**src/rtl/xw_pkg.sv**
```systemverilog
package xw_pkg;
    localparam int VA_W  = 64;
    localparam int ENT_W = 64;
    localparam int IDX_W = 11;
    localparam int PX_W  = 8;
    localparam int EXC_W = 8;
    localparam int LVL_W = 2;

    typedef logic [EXC_W-1:0] exc_t;

    localparam exc_t EXC_NONE      = 8'h00;
    localparam exc_t EXC_PROT      = 8'h04;
    localparam exc_t EXC_SEG       = 8'h10;
    localparam exc_t EXC_PAGE      = 8'h11;
    localparam exc_t EXC_TSPEC     = 8'h12;
    localparam exc_t EXC_ASCE_TYPE = 8'h38;
    localparam exc_t EXC_RGN1      = 8'h39;
    localparam exc_t EXC_RGN2      = 8'h3A;
    localparam exc_t EXC_RGN3      = 8'h3B;

    localparam logic [LVL_W-1:0] LVL_SEG  = 2'd0;
    localparam logic [LVL_W-1:0] LVL_RGN3 = 2'd1;
    localparam logic [LVL_W-1:0] LVL_RGN2 = 2'd2;
    localparam logic [LVL_W-1:0] LVL_RGN1 = 2'd3;

    typedef enum logic [5:0] {
        ST_IDLE      = 6'b000001,
        ST_FETCH_RGN = 6'b000010,
        ST_FETCH_SEG = 6'b000100,
        ST_FETCH_PTE = 6'b001000,
        ST_DONE      = 6'b010000,
        ST_FAULT     = 6'b100000
    } walk_state_t;

    // translation exception belonging to a table level
    function automatic exc_t level_exc(input logic [LVL_W-1:0] lvl);
        case (lvl)
            LVL_RGN1: return EXC_RGN1;
            LVL_RGN2: return EXC_RGN2;
            LVL_RGN3: return EXC_RGN3;
            default:  return EXC_SEG;
        endcase
    endfunction

    // index field of the virtual address that selects an entry at a level
    function automatic logic [IDX_W-1:0] level_index(input logic [VA_W-1:0] va,
                                                     input logic [LVL_W-1:0] lvl);
        case (lvl)
            LVL_RGN1: return va[63:53];
            LVL_RGN2: return va[52:42];
            LVL_RGN3: return va[41:31];
            default:  return va[30:20];
        endcase
    endfunction
endpackage

```
**src/rtl/xw_start_check.sv**
```systemverilog
module xw_start_check
    import xw_pkg::*;
(
    input  logic [VA_W-13:0]  origin,
    input  logic [LVL_W-1:0]  dtype,
    input  logic [1:0]        tlen,
    input  logic [VA_W-1:0]   vaddr,
    output logic              fail,
    output exc_t              fail_code,
    output logic [VA_W-1:0]   first_ptr
);
    logic [IDX_W-1:0] idx;
    logic             upper_nz;

    assign idx = level_index(vaddr, dtype);

    always_comb begin
        unique case (dtype)
            LVL_RGN1: upper_nz = 1'b0;
            LVL_RGN2: upper_nz = |vaddr[63:53];
            LVL_RGN3: upper_nz = |vaddr[63:42];
            default:  upper_nz = |vaddr[63:31];
        endcase
    end

    always_comb begin
        fail      = 1'b0;
        fail_code = EXC_NONE;
        if (upper_nz) begin
            fail      = 1'b1;
            fail_code = EXC_ASCE_TYPE;
        end else if (idx[IDX_W-1 -: 2] > tlen) begin
            fail      = 1'b1;
            fail_code = level_exc(dtype);
        end
    end

    assign first_ptr = {origin, 12'h000} + VA_W'({idx, 3'b000});
endmodule

```
**src/rtl/xw_entry_eval.sv**
```systemverilog
module xw_entry_eval
    import xw_pkg::*;
(
    input  logic              is_rgn,
    input  logic              is_seg,
    input  logic              is_pte,
    input  logic [LVL_W-1:0]  lvl,
    input  logic [ENT_W-1:0]  entry,
    input  logic [VA_W-1:0]   vaddr,
    input  logic              priv,
    input  logic              lf1,
    input  logic              lf2e,
    input  logic              is_store,
    input  logic              prot_in,
    output logic              fail,
    output exc_t              fail_code,
    output logic              finish,
    output logic [VA_W-1:0]   next_ptr,
    output logic              prot_out,
    output logic [VA_W-1:0]   frame
);
    logic [LVL_W-1:0] nlvl;
    logic [IDX_W-1:0] nidx;
    logic [1:0]       ntop;
    logic [PX_W-1:0]  px;
    logic             bad;
    exc_t             code;
    logic             hit;
    logic             prot;
    logic             unused_ent;

    assign nlvl       = lvl - 2'd1;
    assign nidx       = level_index(vaddr, nlvl);
    assign ntop       = nidx[IDX_W-1 -: 2];
    assign px         = vaddr[19:12];
    assign unused_ent = entry[8];

    always_comb begin
        bad      = 1'b0;
        code     = EXC_NONE;
        hit      = 1'b0;
        next_ptr = '0;
        prot     = prot_in;
        frame    = '0;
        if (is_rgn) begin
            if (entry[5]) begin
                bad  = 1'b1;
                code = level_exc(lvl);
            end else if (entry[3:2] != lvl) begin
                bad  = 1'b1;
                code = EXC_TSPEC;
            end else if (lvl == LVL_RGN3 && lf2e && entry[4] && priv) begin
                bad  = 1'b1;
                code = EXC_TSPEC;
            end else if (lvl == LVL_RGN3 && lf2e && entry[10]) begin
                hit   = 1'b1;
                prot  = prot_in | entry[9];
                frame = {entry[63:31], vaddr[30:0]};
            end else if (ntop < entry[7:6] || ntop > entry[1:0]) begin
                bad  = 1'b1;
                code = level_exc(nlvl);
            end else begin
                prot     = prot_in | (entry[9] & lf1);
                next_ptr = {entry[63:12], 12'h000} + VA_W'({nidx, 3'b000});
            end
        end else if (is_seg) begin
            if (entry[5]) begin
                bad  = 1'b1;
                code = EXC_SEG;
            end else if (entry[3:2] != LVL_SEG || (entry[4] && priv)) begin
                bad  = 1'b1;
                code = EXC_TSPEC;
            end else if (entry[10] && lf1) begin
                hit   = 1'b1;
                prot  = prot_in | entry[9];
                frame = {entry[63:20], vaddr[19:0]};
            end else begin
                prot     = prot_in | entry[9];
                next_ptr = {entry[63:11], 11'h000} + VA_W'({px, 3'b000});
            end
        end else if (is_pte) begin
            if (entry[10]) begin
                bad  = 1'b1;
                code = EXC_PAGE;
            end else if (entry[11]) begin
                bad  = 1'b1;
                code = EXC_TSPEC;
            end else begin
                hit   = 1'b1;
                prot  = prot_in | entry[9];
                frame = {entry[63:12], vaddr[11:0]};
            end
        end
    end

    always_comb begin
        fail      = bad;
        fail_code = code;
        finish    = hit;
        prot_out  = prot;
        if (hit && is_store && prot) begin
            fail      = 1'b1;
            fail_code = EXC_PROT;
            finish    = 1'b0;
        end
    end
endmodule

```
**src/rtl/xlate_walker.sv**
```systemverilog
module xlate_walker
    import xw_pkg::*;
(
    input  logic              clk,
    input  logic              rst_n,
    input  logic              start,
    input  logic [VA_W-1:0]   asce,
    input  logic [VA_W-1:0]   vaddr,
    input  logic              is_store,
    input  logic              lf1_en,
    input  logic              lf2_en,
    output logic              mem_req,
    output logic [VA_W-1:0]   mem_addr,
    input  logic              mem_rsp_valid,
    input  logic [ENT_W-1:0]  mem_rsp_data,
    output logic              done,
    output logic              fault,
    output logic [VA_W-1:0]   result_addr,
    output logic [EXC_W-1:0]  exc_code
);
    walk_state_t      state_q, state_d;

    logic [VA_W-1:0]  ptr_q;
    logic [LVL_W-1:0] lvl_q;
    logic [VA_W-1:0]  va_q;
    logic             priv_q, store_q, lf1_q, lf2e_q, prot_q;
    logic [VA_W-1:0]  res_q;
    exc_t             exc_q;

    logic             sc_fail;
    exc_t             sc_code;
    logic [VA_W-1:0]  sc_ptr;

    logic             ev_fail, ev_finish, ev_prot;
    exc_t             ev_code;
    logic [VA_W-1:0]  ev_nptr, ev_frame;

    logic             real_mode;
    logic             unused_asce;

    assign real_mode   = asce[5];
    assign unused_asce = ^{asce[11:9], asce[7:6], asce[4]};

    xw_start_check u_start (
        .origin    (asce[VA_W-1:12]),
        .dtype     (asce[3:2]),
        .tlen      (asce[1:0]),
        .vaddr     (vaddr),
        .fail      (sc_fail),
        .fail_code (sc_code),
        .first_ptr (sc_ptr)
    );

    xw_entry_eval u_eval (
        .is_rgn    (state_q == ST_FETCH_RGN),
        .is_seg    (state_q == ST_FETCH_SEG),
        .is_pte    (state_q == ST_FETCH_PTE),
        .lvl       (lvl_q),
        .entry     (mem_rsp_data),
        .vaddr     (va_q),
        .priv      (priv_q),
        .lf1       (lf1_q),
        .lf2e      (lf2e_q),
        .is_store  (store_q),
        .prot_in   (prot_q),
        .fail      (ev_fail),
        .fail_code (ev_code),
        .finish    (ev_finish),
        .next_ptr  (ev_nptr),
        .prot_out  (ev_prot),
        .frame     (ev_frame)
    );

    // state register
    always_ff @(posedge clk or negedge rst_n) begin
        if (!rst_n) state_q <= ST_IDLE;
        else        state_q <= state_d;
    end

    // transitions
    always_comb begin
        state_d = state_q;
        unique case (state_q)
            ST_IDLE: begin
                if (start) begin
                    if (real_mode)             state_d = ST_DONE;
                    else if (sc_fail)          state_d = ST_FAULT;
                    else if (asce[3:2] == LVL_SEG) state_d = ST_FETCH_SEG;
                    else                       state_d = ST_FETCH_RGN;
                end
            end
            ST_FETCH_RGN: begin
                if (mem_rsp_valid) begin
                    if (ev_fail)               state_d = ST_FAULT;
                    else if (ev_finish)        state_d = ST_DONE;
                    else if (lvl_q == LVL_RGN3) state_d = ST_FETCH_SEG;
                end
            end
            ST_FETCH_SEG: begin
                if (mem_rsp_valid) begin
                    if (ev_fail)               state_d = ST_FAULT;
                    else if (ev_finish)        state_d = ST_DONE;
                    else                       state_d = ST_FETCH_PTE;
                end
            end
            ST_FETCH_PTE: begin
                if (mem_rsp_valid) begin
                    if (ev_fail)               state_d = ST_FAULT;
                    else                       state_d = ST_DONE;
                end
            end
            ST_DONE:  state_d = ST_IDLE;
            ST_FAULT: state_d = ST_IDLE;
            default:  state_d = ST_IDLE;
        endcase
    end

    // walk context
    always_ff @(posedge clk or negedge rst_n) begin
        if (!rst_n) begin
            ptr_q   <= '0;
            lvl_q   <= '0;
            va_q    <= '0;
            priv_q  <= 1'b0;
            store_q <= 1'b0;
            lf1_q   <= 1'b0;
            lf2e_q  <= 1'b0;
            prot_q  <= 1'b0;
            res_q   <= '0;
            exc_q   <= EXC_NONE;
        end else begin
            unique case (state_q)
                ST_IDLE: begin
                    if (start) begin
                        va_q    <= vaddr;
                        priv_q  <= asce[8];
                        store_q <= is_store;
                        lf1_q   <= lf1_en;
                        lf2e_q  <= lf1_en & lf2_en;
                        prot_q  <= 1'b0;
                        ptr_q   <= sc_ptr;
                        lvl_q   <= asce[3:2];
                        res_q   <= vaddr;
                        exc_q   <= real_mode ? EXC_NONE : sc_code;
                    end
                end
                ST_FETCH_RGN, ST_FETCH_SEG, ST_FETCH_PTE: begin
                    if (mem_rsp_valid) begin
                        if (ev_fail) begin
                            exc_q <= ev_code;
                        end else if (ev_finish) begin
                            res_q <= ev_frame;
                            exc_q <= EXC_NONE;
                        end else begin
                            ptr_q  <= ev_nptr;
                            lvl_q  <= lvl_q - 2'd1;
                            prot_q <= ev_prot;
                        end
                    end
                end
                default: ;
            endcase
        end
    end

    // outputs
    always_comb begin
        mem_req = 1'b0;
        done    = 1'b0;
        fault   = 1'b0;
        unique case (state_q)
            ST_FETCH_RGN, ST_FETCH_SEG, ST_FETCH_PTE: mem_req = 1'b1;
            ST_DONE:  done = 1'b1;
            ST_FAULT: begin
                done  = 1'b1;
                fault = 1'b1;
            end
            default: ;
        endcase
    end

    assign mem_addr    = ptr_q;
    assign result_addr = res_q;
    assign exc_code    = exc_q;
endmodule

```
**config.mk**
```make
export PLATFORM = sky130hd
export DESIGN_NAME = xlate_walker
export DESIGN_NICKNAME = d
export VERILOG_FILES = /design/src/rtl/xw_pkg.sv /design/src/rtl/xw_start_check.sv /design/src/rtl/xw_entry_eval.sv /design/src/rtl/xlate_walker.sv
export SDC_FILE = /design/constraint.sdc
export NUM_CORES = 1
export LEC_CHECK = 0
export BUFFER_PORTS_ARGS = -buffer_cell sky130_fd_sc_hd__buf_2
export CORE_MARGIN = 3
export CORE_UTILIZATION = 41
export CTS_CLUSTER_SIZE = 24
export DETAILED_ROUTE_END_ITERATION = 8
export RECOVER_POWER = 50
export SETUP_SLACK_MARGIN = 0.1
export SLEW_MARGIN = 20
export SYNTH_ARGS = -nofsm -noshare
export SYNTH_HDL_FRONTEND = slang
export SYNTH_SLANG_ARGS = --single-unit
export TNS_END_PERCENT = 5
```
**constraint.sdc**
```tcl
create_clock -name clk -period 4.1 [get_ports clk]
set_input_delay 0 -clock clk [delete_from_list [all_inputs] [get_ports clk]]
set_output_delay 0 -clock clk [all_outputs]
set_load 0.01 [all_outputs]
```
==> results of run 1 <==
final cells by class:
| type | instances | area (um^2) | area share |
|---|---|---|---|
| Antenna cell | 1 | 2.50 | 0.000143 |
| Clock buffer | 34 | 699 | 0.0400 |
| Timing Repair Buffer | 553 | 3700 | 0.212 |
| Inverter | 44 | 169 | 0.00967 |
| Sequential cell | 207 | 5180 | 0.297 |
| Multi-Input combinational cell | 1024 | 7170 | 0.411 |
| Tap cell | 396 | 495 | 0.0284 |
| Clock inverter | 9 | 51.3 | 0.00294 |
repair_timing:
action                                  in CTS  in global routing
setup buffers                                0                  1
hold buffers                               175                  0
endpoints found under the setup margin       0                117
endpoints found under the hold margin      309                  0
resized for setup                            0                 11
kinds of logic after synthesis:
| family | count (synthesis) | share of synthesized area |
|---|---|---|
| AND/OR/NAND/NOR | 425 | 0.163 |
| AO/OA/AOI/OAI | 384 | 0.210 |
| flip-flops | 207 | 0.401 |
| buffers and inverters | 141 | 0.0520 |
| multiplexers | 133 | 0.115 |
| XOR/XNOR | 57 | 0.0386 |
| adder cells (fa/ha/maj) | 20 | 0.0205 |
| other | 1 | 0.000290 |
how the worst max path moves through the flow:
stage | start | to | cells after the start
after floorplan | lvl_q[1] | mem_addr[56] | 16
after global routing | lvl_q[0] | mem_addr[63] | 14
after detailed placement | lvl_q[0] | mem_addr[56] | 15
after CTS | lvl_q[0] | mem_addr[56] | 15
final | lvl_q[0] | mem_addr[63] | 14
after global placement | lvl_q[0] | mem_addr[56] | 15
flip-flops by register name, indices dropped and copies added (netlist names):
signal       flops
state_q          6
exc_code         5
mem_addr        61
lf2e_q           1
prot_q           1
lf1_q            1
result_addr     64
va_q            64
store_q          1
lvl_q            2
priv_q           1
Yosys cell counts, types with 6 or more instances:
cell and number:
a21oi_1 63, a221oi_1 7, a222oi_1 28, a22o_1 55, a22oi_1 15, a31oi_1 32
and3_1 22, and4_1 9, buf_2 11, buf_4 7, clkbuf_1 64, dfrtp_1 206
ha_1 18, inv_1 42, mux2_1 53, mux2_2 71, mux2i_1 9, nand2_1 136
nand2b_1 7, nand3_1 52, nand4_1 18, nor2_1 79, nor2b_1 7, nor3_1 36
nor4_1 19, o211ai_1 10, o21ai_0 74, o21ai_1 20, o22ai_1 8, o311ai_0 6
xnor2_1 25, xor2_1 32
layer usage:
layer	vias up	part of all wire	routed length (um)	global-route usage
li1	6104	-	-	-
met1	6581	0.42	21800	0.418
met2	713	0.45	23300	0.473
met3	96	0.092	4750	0.0475
met4	2	0.036	1880	0.0981
met5	-	0.00014	7	0
worst max-delay path: stages, from the launching register on:
cell      delay (ns)
dfrtp_1         0.44
inv_1           0.14
ha_2            0.25
a22oi_1         0.24
nand2_1         0.08
mux2_2          0.32
ha_1            0.31
a21oi_1         0.10
or3_1           0.40
nor4_1          0.29
buf_4           0.17
nand4_1         0.12
xnor2_1         0.15
a222oi_1        0.59
a21oi_1         0.15
power groups by stage:
stage	Sequential [mW]	Clock (mW)	Combinational, mW
after global placement	3.80	0	5.22
after CTS	3.79	2.11	5.47
after floorplan	3.92	0	3.27
after detailed placement	3.81	0	5.33
after global routing	3.95	2.19	5.83
final	3.84	2.07	5.33
==> results.sh, run 1 <==
export IMPL_yosysTopAreaCell="dfrtp_1"
export IMPL_cts_inserted_buffers=24
export IMPL_rsz0062_at_grt="yes"
export IMPL_fillCellCount=2774
export IMPL_viasPerCell=5.95
export IMPL_io_pins=338
export IMPL_synth_area_um2=12900
export IMPL_initial_core_util=0.419
export IMPL_synthArstFlopShare=1.00
export IMPL_ir_drop_mv=0.490
export IMPL_ys_seq_elements=207
export IMPL_setup_viol=0
export IMPL_syn_avg_cell_area_um2=9.44
export IMPL_place_gp_congestion=0.925
export IMPL_intPower_mw=6.61
export IMPL_grt_pass1_vias=13293
export IMPL_clkPwrFrac=0.184
export IMPL_final_layout_size_suffix_gt1_frac=0.210
export IMPL_layout_common_cells="dfrtp_1, buf_2, dlygate4sd3_1"
export IMPL_grt_max_degree=116
export IMPL_hold_class="in2reg"
export IMPL_die_x_um=184
export IMPL_cp_end_kind="register"
export IMPL_max_freq_mhz=257
export IMPL_cts_tree="done"
export IMPL_die_area_um2=33700
export IMPL_htree_levels=1
export IMPL_drv_slew=115
export IMPL_final_common_cell="dfrtp_1"
export IMPL_cts_sinks=207
export IMPL_hp_start="asce[25]"
export IMPL_clk_pin_slew_ns=0.06
export IMPL_critPathMaxFanout=6
export IMPL_cp_required_ns=4.48
export IMPL_p_leak_nw=7.44
export IMPL_synth_ff_type="dfrtp_1"
export IMPL_clock_latency_ns=0.52
export IMPL_place_ws_ns=0.112
export IMPL_grt_pass1_wl_mm=78.5
export IMPL_hold_viol_final=0
export IMPL_worst_r2r_cell_count=14
export IMPL_outcome="complete, but fails checks"
export IMPL_gr_usage_all_layers=0.298
export IMPL_worst_pin_slew_ns=3.06
export IMPL_die_h_um=184
export IMPL_finalCritPeriodShare=0.951
export IMPL_tns_ns=0
export IMPL_finalInstanceArea_um2=17500
export IMPL_area_growth_pct=35.2
export IMPL_synth_area_top_cells="dfrtp_1, mux2_2, mux2_1"
export IMPL_skew_ns=0.00673
export IMPL_grt_remaining_overflow=0
export IMPL_cap_violations=1
export IMPL_hold_end="mem_addr[25]"
export IMPL_crit_arrival_ns=4.28
export IMPL_num_vias=13496
export IMPL_dpl_hpwl_mm=37.4
export IMPL_synth_edff_count=0
export IMPL_p_per_area_nw_per_um2=643
export IMPL_root_buffer="clkbuf_16"
export IMPL_min_path_cells=4
export IMPL_p_comb_frac=0.474
export IMPL_yosysSeqAreaShare=0.401
export IMPL_nNetsFinal=2073
export IMPL_core_area_um2=30800
export IMPL_cp_start_kind="register"
export IMPL_r2r_end="mem_addr[63]"
export IMPL_yosysWarningCount=0
export IMPL_ant_nets=0
export IMPL_syn_inst=1368
export IMPL_utilization=0.567
export IMPL_switching_power_mw=4.63
export IMPL_period_needed_ns=3.90
export IMPL_p_total_mw=11.2
export IMPL_synth_top_area_frac=0.399
export IMPL_drt_total_wl_mm=51.8
export IMPL_clock_path_buffers=3
export IMPL_seqPwrFrac=0.342
export IMPL_fin_cells=2268
export IMPL_timing_rr_start="lvl_q[0]"
export IMPL_yosysUniqueCellTypes=87
export IMPL_swShare=0.412
export IMPL_dp_cells=2048
export IMPL_portBuffers=325
export IMPL_drc=0
export IMPL_violations="max-capacitance violations, max-slew violations"
export IMPL_place_area_um2=15100
export IMPL_dr_pass1_iters=8
export IMPL_crit_type="reg2reg"
export IMPL_num_rows=64
export IMPL_routedWlPerCell_um=22.8
export IMPL_drt_initial_drc_count=1497
export IMPL_setup_slack_ns=0.202
export IMPL_antenna_found_initial=2
export IMPL_regToRegSetupSlack_ns=0.20
export IMPL_slew_headroom=-1.04
export IMPL_fin_hold_ws_ns=0.0242
Power figures use the tool's default switching activity.
==> run 2, diff against run 1 <==
CORE_UTILIZATION = 35   (was 41)
REMOVE_ABC_BUFFERS = 1   (was unset)
==> run 2 against run 1 <==
Net effect:
- the run still ends with max-capacitance violations, max-slew violations left
- wire length increased by 2.4%
- sequential power decreased by 2%
- hold slack improved by 0.028 ns
- flip-flop and latch count unchanged
- clock skew increased by 0.0091 ns
- power increased by 2.0%
- die area increased by 17%
==> results.sh, run 2 (synthesis results as in run 1) <==
export IMPL_final_common_cell="dfrtp_1"
export IMPL_cp_start_kind="input pin"
export IMPL_rsz0062_at_grt="yes"
export IMPL_grt_remaining_overflow=0
export IMPL_routedWlPerCell_um=22.6
export IMPL_path_cells="dlygate4sd3_1, buf_2, inv_1, ha_1, a222oi_1, mux2i_1, ha_1, a21oi_1, nor3_1, buf_4, nand4_1, buf_4, nand2b_1, xnor2_1, dlygate4sd3_1, nand2_1, a31oi_1"
export IMPL_cp_end_kind="register"
export IMPL_cap_violations=1
export IMPL_worst_r2r_cell_count=14
export IMPL_portBuffers=325
export IMPL_num_rows=69
export IMPL_tns_ns=0
export IMPL_initial_core_util=0.359
export IMPL_finalCritPeriodShare=0.925
export IMPL_area_growth_pct=36.7
export IMPL_cts_inserted_buffers=27
export IMPL_crit_end="mem_addr[51]"
export IMPL_min_path_cells=4
export IMPL_grt_pass1_vias=13434
export IMPL_grt_pass1_wl_mm=79.7
export IMPL_die_x_um=198
export IMPL_finalInstanceArea_um2=17700
export IMPL_dp_cells=2108
export IMPL_core_area_um2=36000
export IMPL_grt_max_degree=108
export IMPL_antenna_found_initial=2
export IMPL_die_area_um2=39300
export IMPL_gr_usage_all_layers=0.261
export IMPL_crit_type="in2reg"
export IMPL_die_h_um=198
export IMPL_crit_arrival_ns=4.27
export IMPL_violations="max-capacitance violations, max-slew violations"
export IMPL_htree_levels=1
export IMPL_crit_path_start="asce[2]"
export IMPL_drt_initial_drc_count=1330
export IMPL_ant_nets=0
export IMPL_cp_required_ns=4.58
export IMPL_setup_slack_ns=0.309
export IMPL_drc=0
export IMPL_setup_viol=0
export IMPL_r2r_end="mem_addr[54]"
export IMPL_crit_slowest_cell="dlygate4sd3_1"
export IMPL_clk_pin_slew_ns=0.06
export IMPL_layout_common_cells="dfrtp_1, buf_2, dlygate4sd3_1"
export IMPL_final_layout_size_suffix_gt1_frac=0.208
export IMPL_viasPerCell=5.77
export IMPL_fin_cells=2342
export IMPL_max_freq_mhz=264
export IMPL_drv_slew=108
export IMPL_outcome="complete, but fails checks"
export IMPL_clock_path_buffers=3
export IMPL_drt_total_wl_mm=53.0
export IMPL_hold_viol_final=0
export IMPL_slew_headroom=-0.917
export IMPL_place_ws_ns=0.132
export IMPL_ir_drop_mv=0.459
export IMPL_num_vias=13503
export IMPL_fillCellCount=3395
export IMPL_p_per_area_nw_per_um2=649
export IMPL_nNetsFinal=2078
export IMPL_period_needed_ns=3.79
export IMPL_io_pins=338
export IMPL_worst_pin_slew_ns=2.88
export IMPL_critPathMaxFanout=12
export IMPL_dpl_hpwl_mm=37.4
export IMPL_skew_ns=0.0158
export IMPL_place_gp_congestion=0.911
export IMPL_hold_class="in2reg"
export IMPL_dr_pass1_iters=7
export IMPL_utilization=0.491
export IMPL_cts_tree="done"
export IMPL_slowest_delay_ns=0.56
export IMPL_regToRegSetupSlack_ns=0.33
export IMPL_cts_sinks=207
export IMPL_root_buffer="clkbuf_16"
export IMPL_timing_rr_start="lvl_q[0]"
export IMPL_clock_latency_ns=0.56
export IMPL_place_area_um2=15100
export IMPL_p_leak_nw=7.51
-- run 2: area by class of cell --
type	instances	area (um^2)	area share
diodes	2	5.00	0.000283
clock buffers	35	736	0.0416
clock inverters	14	130	0.00737
inverters	44	165	0.00935
multi-input cells	1024	7170	0.406
flip-flops and latches	207	5180	0.293
well taps	461	577	0.0327
repair buffers	555	3700	0.209
-- run 2: worst min-delay path by stage --
stage	from	slack, ns	endpoint
floorplan	rst_n	-0.30	exc_code[0]
global placement	rst_n	0.20	result_addr[47]
CTS	asce[25]	0.003	mem_addr[25]
finish	asce[25]	0.05	mem_addr[25]
global route	asce[25]	0.09	mem_addr[25]
detailed placement	rst_n	0.20	result_addr[47]
-- run 2: power breakdown --
group	switching, mW	internal [mW]
Clock	0.972	1.39
Combinational	3.06	2.28
Sequential	0.664	3.11
Total	4.69	6.78
-- run 2: what timing repair did --
action,CTS,global route
endpoints found under the setup margin,0,119
resized for setup,0,10
buffers inserted,0,0
hold buffers,183,0
endpoints found under the hold margin,308,0
-- run 2: stage by stage --
step                total power [mW]  hold WS, ns
CTS                             11.6      0.00333
global placement                8.97        0.202
global route                    12.2       0.0864
detailed placement              9.10        0.198
finish                          11.5       0.0523
floorplan                       6.81       -0.296
-- run 2: worst max-delay path, delay by kind of cell --
kind | cells | cell delay [ns]
buffers and inverters | 6 | 1.83
AO/OA/AOI/OAI | 3 | 0.77
adder cells (fa/ha/maj) | 2 | 0.72
AND/OR/NAND/NOR | 4 | 0.52
multiplexers | 1 | 0.29
XOR/XNOR | 1 | 0.12
-- run 2: metal layers --
layer	wire [um]	share of wire	vias to the layer above	GRT usage
met2	23800	0.45	704	0.414
met5	9	0.00017	-	0
met1	22500	0.42	6521	0.351
li1	-	-	6130	-
met3	4260	0.080	146	0.0507
met4	2460	0.046	2	0.107
